==> config.mk <==
export PLATFORM = sky130hd
export DESIGN_NAME = hb_soft_commutator
export DESIGN_NICKNAME = d
export VERILOG_FILES = /design/src/rtl/hbc_pkg.sv /design/src/rtl/hbc_sense.sv /design/src/rtl/hbc_timeout.sv /design/src/rtl/hbc_force_pattern.sv /design/src/rtl/hb_soft_commutator.sv
export SDC_FILE = /design/constraint.sdc
export NUM_CORES = 1
export LEC_CHECK = 0
export BUFFER_PORTS_ARGS = -buffer_cell sky130_fd_sc_hd__buf_4
export CAP_MARGIN = 20
export CORE_MARGIN = 5
export CORE_UTILIZATION = 39
export DETAILED_ROUTE_END_ITERATION = 7
export MAX_ROUTING_LAYER = met4
export PLACE_DENSITY = 0.61
export SLEW_MARGIN = 0
export SYNTH_ARGS = -nofsm -noshare
export SYNTH_HDL_FRONTEND = slang
export SYNTH_HIERARCHICAL = 1
export SYNTH_SLANG_ARGS = --single-unit
==> constraint.sdc <==
create_clock -name clk -period 2.57 [get_ports clk]
set_input_delay 0 -clock clk [delete_from_list [all_inputs] [get_ports clk]]
set_output_delay 0 -clock clk [all_outputs]
set_load 0.005 [all_outputs]
==> src/rtl/hbc_pkg.sv <==
package hbc_pkg;

    typedef enum logic [1:0] {
        ST_IDLE   = 2'd0,
        ST_OUT    = 2'd1,
        ST_IN     = 2'd2,
        ST_ENGAGE = 2'd3
    } seq_state_t;

    typedef struct packed {
        logic i_pos;
        logic i_neg;
        logic v_low;
        logic v_high;
    } sense_t;

    function automatic logic is_wait(input seq_state_t s);
        return (s == ST_OUT) || (s == ST_IN);
    endfunction

endpackage

==> src/rtl/hbc_sense.sv <==
module hbc_sense
    import hbc_pkg::*;
#(
    parameter int CUR_W  = 12,
    parameter int VOLT_W = 12,
    parameter int V_TOL  = 10
) (
    input  logic signed [CUR_W-1:0] i_leg,
    input  logic [VOLT_W-1:0]       v_node,
    input  logic [VOLT_W-1:0]       v_top,
    output sense_t                  flags
);
    localparam logic [VOLT_W:0] TOL = (VOLT_W+1)'(V_TOL);

    logic [VOLT_W:0] node_ext, top_ext;

    always_comb begin
        node_ext     = {1'b0, v_node};
        top_ext      = {1'b0, v_top};
        flags.i_pos  = (i_leg > 0);
        flags.i_neg  = i_leg[CUR_W-1];
        flags.v_low  = (node_ext <= TOL);
        flags.v_high = ((node_ext + TOL) >= top_ext);
    end
endmodule

==> src/rtl/hbc_timeout.sv <==
module hbc_timeout #(
    parameter int TMO_CYC = 16,
    parameter int PH_W    = 2
) (
    input  logic            clk,
    input  logic            rst,
    input  logic            run,
    input  logic [PH_W-1:0] phase,
    output logic            expired
);
    localparam int CW = $clog2(TMO_CYC + 1);
    localparam logic [CW-1:0] LIM = CW'(TMO_CYC - 1);

    logic [CW-1:0]   cnt;
    logic [PH_W-1:0] phase_q;

    always_ff @(posedge clk) begin
        if (rst) begin
            cnt     <= '0;
            phase_q <= '0;
        end else begin
            phase_q <= phase;
            if (!run || phase != phase_q)
                cnt <= '0;
            else if (cnt != LIM)
                cnt <= cnt + 1'b1;
        end
    end

    assign expired = run && (phase == phase_q) && (cnt == LIM);
endmodule

==> src/rtl/hbc_force_pattern.sv <==
module hbc_force_pattern #(
    parameter int N_MOD = 4,
    parameter int CNT_W = 3
) (
    input  logic             active,
    input  logic [CNT_W-1:0] count,
    output logic [N_MOD-1:0] mask
);
    for (genvar k = 0; k < N_MOD; k++) begin : g_bit
        assign mask[k] = active && (32'(count) > k);
    end
endmodule

==> src/rtl/hb_soft_commutator.sv <==
module hb_soft_commutator
    import hbc_pkg::*;
#(
    parameter int CUR_W   = 12,
    parameter int VOLT_W  = 12,
    parameter int N_MOD   = 4,
    parameter int CNT_W   = 3,
    parameter int V_TOL   = 10,
    parameter int TMO_CYC = 16
) (
    input  logic                    clk,
    input  logic                    rst,
    input  logic                    req,
    input  logic                    dir,
    input  logic signed [CUR_W-1:0] i_leg,
    input  logic [VOLT_W-1:0]       v_node,
    input  logic [VOLT_W-1:0]       v_top,
    input  logic [CNT_W-1:0]        force_cnt,
    output logic                    gate_hi,
    output logic                    gate_lo,
    output logic                    pwm_en,
    output logic [N_MOD-1:0]        force_mask,
    output logic                    force_pos,
    output logic                    done,
    output logic                    fault
);
    seq_state_t       state, st_d;
    logic             pos_hi, pos_d;
    logic             parked, parked_d;
    logic             dir_q, dir_d;
    logic [CNT_W-1:0] cnt_q, cnt_d;
    logic             done_d, fault_d;
    logic             expired;
    sense_t           sns;

    hbc_sense #(.CUR_W(CUR_W), .VOLT_W(VOLT_W), .V_TOL(V_TOL)) u_sense (
        .i_leg(i_leg), .v_node(v_node), .v_top(v_top), .flags(sns)
    );

    hbc_timeout #(.TMO_CYC(TMO_CYC), .PH_W(2)) u_tmo (
        .clk(clk), .rst(rst), .run(is_wait(state)),
        .phase(state), .expired(expired)
    );

    hbc_force_pattern #(.N_MOD(N_MOD), .CNT_W(CNT_W)) u_pat (
        .active(is_wait(state)), .count(cnt_q), .mask(force_mask)
    );

    always_comb begin
        st_d     = state;
        pos_d    = pos_hi;
        parked_d = parked;
        dir_d    = dir_q;
        cnt_d    = cnt_q;
        done_d   = 1'b0;
        fault_d  = 1'b0;
        unique case (state)
            ST_IDLE: if (req) begin
                if (!parked && (dir ? !pos_hi : pos_hi) && (dir ? sns.i_neg : sns.i_pos)) begin
                    st_d  = ST_OUT;
                    dir_d = dir;
                    cnt_d = force_cnt;
                end else begin
                    fault_d = 1'b1;
                end
            end
            ST_OUT: begin
                if (dir_q ? sns.i_pos : sns.i_neg)
                    st_d = ST_IN;
                else if (!(dir_q ? sns.v_low : sns.v_high) || expired) begin
                    st_d    = ST_IDLE;
                    fault_d = 1'b1;
                end
            end
            ST_IN: begin
                if (dir_q ? (sns.i_neg && sns.v_high) : (sns.i_pos && sns.v_low))
                    st_d = ST_ENGAGE;
                else if (expired) begin
                    st_d     = ST_IDLE;
                    parked_d = 1'b1;
                    fault_d  = 1'b1;
                end
            end
            ST_ENGAGE: begin
                st_d   = ST_IDLE;
                pos_d  = dir_q;
                done_d = 1'b1;
            end
            default: st_d = ST_IDLE;
        endcase
    end

    always_ff @(posedge clk) begin
        if (rst) begin
            state  <= ST_IDLE;
            pos_hi <= 1'b1;
            parked <= 1'b0;
            dir_q  <= 1'b0;
            cnt_q  <= '0;
            done   <= 1'b0;
            fault  <= 1'b0;
        end else begin
            state  <= st_d;
            pos_hi <= pos_d;
            parked <= parked_d;
            dir_q  <= dir_d;
            cnt_q  <= cnt_d;
            done   <= done_d;
            fault  <= fault_d;
        end
    end

    always_comb begin
        gate_hi   = !parked && (((state == ST_IDLE) && pos_hi) ||
                                ((state == ST_OUT) && !dir_q) ||
                                ((state == ST_ENGAGE) && dir_q));
        gate_lo   = !parked && (((state == ST_IDLE) && !pos_hi) ||
                                ((state == ST_OUT) && dir_q) ||
                                ((state == ST_ENGAGE) && !dir_q));
        pwm_en    = (state == ST_IDLE);
        force_pos = dir_q ^ (state == ST_IN);
    end

    p_gates_exclusive_r2: assert property (@(posedge clk) disable iff (rst)
        !(gate_hi && gate_lo));

    p_pwm_off_when_forced_r3: assert property (@(posedge clk) disable iff (rst)
        (|force_mask) |-> !pwm_en);

    p_start_sign_r3: assert property (@(posedge clk) disable iff (rst)
        (state == ST_OUT && $past(state) == ST_IDLE) |-> $past(dir ? sns.i_neg : sns.i_pos));

    p_zv_lower_on_r6: assert property (@(posedge clk) disable iff (rst)
        $rose(gate_lo) |-> $past(sns.v_low));

    p_zv_upper_on_r6: assert property (@(posedge clk) disable iff (rst)
        $rose(gate_hi) |-> $past(sns.v_high));

    p_parked_gates_off_r9: assert property (@(posedge clk) disable iff (rst)
        parked |-> (!gate_hi && !gate_lo));

    p_flags_exclusive_r4: assert property (@(posedge clk) disable iff (rst)
        !(done && fault));
endmodule

==> results.ini <==
[outcome]
status = finished clean

[layout]
syn2layout_area_growth_pct = 32.4
layout-drive-gt1-share = 0.278
ff_latch_area_um2 = 340
diodes = 0
nets = 301
multi_input_area_um2 = 1110
num-fill-cells = 378

[worst_setup_path]
cp_slowest_cell = a22o_1
worstSetupEndpointType = register
cp.arrival_ns = 2.36
worstReg2RegStart = u_tmo/cnt[0]
crit_chain = buf_4, ha_1, o2111ai_1, xnor2_1, ha_1, a211oi_1, o21a_1, o21ai_1, a21o_1, nand3_1, o21ai_1, a22o_1, a32o_1
timing_worst_setup_path_type = input port to register
critPathLaunch = v_node[1]
required_ns = 2.72
path_max_fanout = 5
start_kind = input port
r2r_setup_slack_ns = 0.53
critical_path.max_stage_delay_ns = 0.27

[clocking]
cts_htree_levels = 1
clock_latency_ns = 0.25
ctsResizeCount = 0
clkTransAtPathRegs_ns = 0.07
cts_tree = yes
clock-sinks = 17
clockBufferDepth = 2
root_buffer = clkbuf_8
numCtsBuffers = 3

[power]
power_leakage_uw = 0.00100
power_density_nw_per_um2 = 385
ir_drop_mv = 0.285

[worst_hold_path]
hold_class = input port to register
min-delay-start = rst

[global_routing]
antenna_found_initial = 0
grt_max_degree = 15
grt_pass1_wl_um = 6350
grt_util_all_layers = 0.149
grt_pass1_vias = 1452
grt_overflow = 0

[timing]
hold_violations = 0
tightest_slew_ns = 0.457
period_share = 0.861
fin_crit_ns = 2.21
skew_ns = 0.00443
setup_viol = 0
hold_slack_ns = 0.0256
maxSlewHeadroom = 0.695
setup_tns_ns = 0
rsz0062_at_grt = false
drv_slew = 0
fmax_ghz = 0.452

[yosys]
synth_common_cells = ha_1, inv_1, nor2_1
synth.distinct_cells = 44
synth_warnings = 6
ys_top_cells_by_area = dfxtp_1, ha_1, mux2i_1
ys_seq_area_frac = 0.218
synthArstFlopShare = 0
syn-instance-count = 181
synth_edf_count = 0
synth_top_area_frac = 0.218
ys_ff_latch = 17
avgSynthCellArea_um2 = 8.61
synth_nets = 244
synth_top_flop_cell = dfxtp_1
synth_area_um2 = 1560
synth_top_cell_by_area = dfxtp_1

[floorplan]
initial_core_util = 0.395
die_w_um = 73.2
die_h_um = 73.2
die-area_um2 = 5360
fp-row-count = 23
io_pins = 53
core-area_um2 = 3940

[route]
vias = 1438
antenna_left = 0
post-route-drc-count = 0
drtPass1Iterations = 4
wl_um = 3660
wl_per_cell_um = 12.7
via_per_inst = 5.01
drt_iter0_drc = 66

[place]
post-dp-hpwl_um = 2980
port_buffers = 52
place_congestion = 0.839

[job]
maxCapViolCount = 0

-- power breakdown --
part | leakage, µW | switching [µW] | internal [µW]
logic | 0.000841 | 140 | 154
registers | 0.000138 | 19.7 | 278
clock network | 0.0000255 | 94.4 | 107
total | 0.00100 | 254 | 540
-- cell families (layout without fill, tap and decap cells) --
logic type	after synthesis	count (layout)	share of synthesized area
compound gates	41	41	0.196
xor+xnor	15	15	0.0843
fa+ha+maj	20	20	0.161
buf+inv	24	80	0.0699
flops	17	17	0.218
mux	9	9	0.0602
simple gates	55	55	0.210
-- repair_timing --
item                                   in CTS  in global routing
endpoints found under the hold margin       4                  0
hold buffers                                4                  0
setup buffers                               0                  0
-- placed cells by master (no fill, tap or decap), types with 3 or more instances in the layout --
cell type,Yosys,final
xor2_1,7,7
dlygate4sd3_1,0,4
inv_1,20,20
nor4_1,4,4
o211ai_1,3,3
xnor2_1,8,8
nand3_1,3,3
ha_1,20,20
o21ai_0,5,5
dfxtp_1,17,17
o21a_1,5,5
nor2_1,19,19
buf_4,1,52
clkbuf_8,0,3
mux2i_1,8,8
and4_1,3,3
nand2_1,7,7
a21oi_1,9,9
nor2b_1,6,6
-- sequential cells by signal, summed over array words and instances (netlist names) --
signal         cells
u_tmo/cnt          5
cnt_q              3
state              2
u_tmo/phase_q      2
dir_q              1
done               1
fault              1
parked             1
pos_hi             1
-- critical path, delay by kind of cell --
| family | cells | cell delay, ns |
|---|---|---|
| compound gates | 8 | 1.46 |
| xor+xnor | 1 | 0.15 |
| fa+ha+maj | 2 | 0.51 |
| buf+inv | 1 | 0.13 |
| simple gates | 1 | 0.10 |
-- per-stage QoR --
stage                     utilization  cell area, µm²  worst slack (ns)  total power, µW  cells
after floorplan                     -            1560             0.427              473    181
after global placement          0.501            1980            0.0880              594    279
after detailed placement        0.501            1980            0.0968              593    279
after CTS                       0.523            2060             0.351              803    287
after global routing            0.523            2060             0.102              856    287
final                           0.523            2060             0.357              794    287
-- layout make-up --
type | count | area share
multi-input combinational | 140 | 0.537
timing repair buffer | 56 | 0.209
tap | 50 | 0.0303
inverter | 20 | 0.0364
sequential | 17 | 0.165
clock inverter | 1 | 0.00243
clock buffer | 3 | 0.0200
-- layer usage --
layer	GRT usage	up-vias	wire, µm
met1	0.190	643	1700
met3	0.0248	4	231
met4	0.0307	0	25
li1	-	758	-
met2	0.245	33	1700
met5	-	-	0
-- final timing paths --
kind,endpoint,cells past startpoint
max,state[1],13
min,parked,2
max reg2reg,state[0],7
min reg2reg,u_tmo/cnt[4],2
No activity file was read; power rests on OpenSTA's default activity.
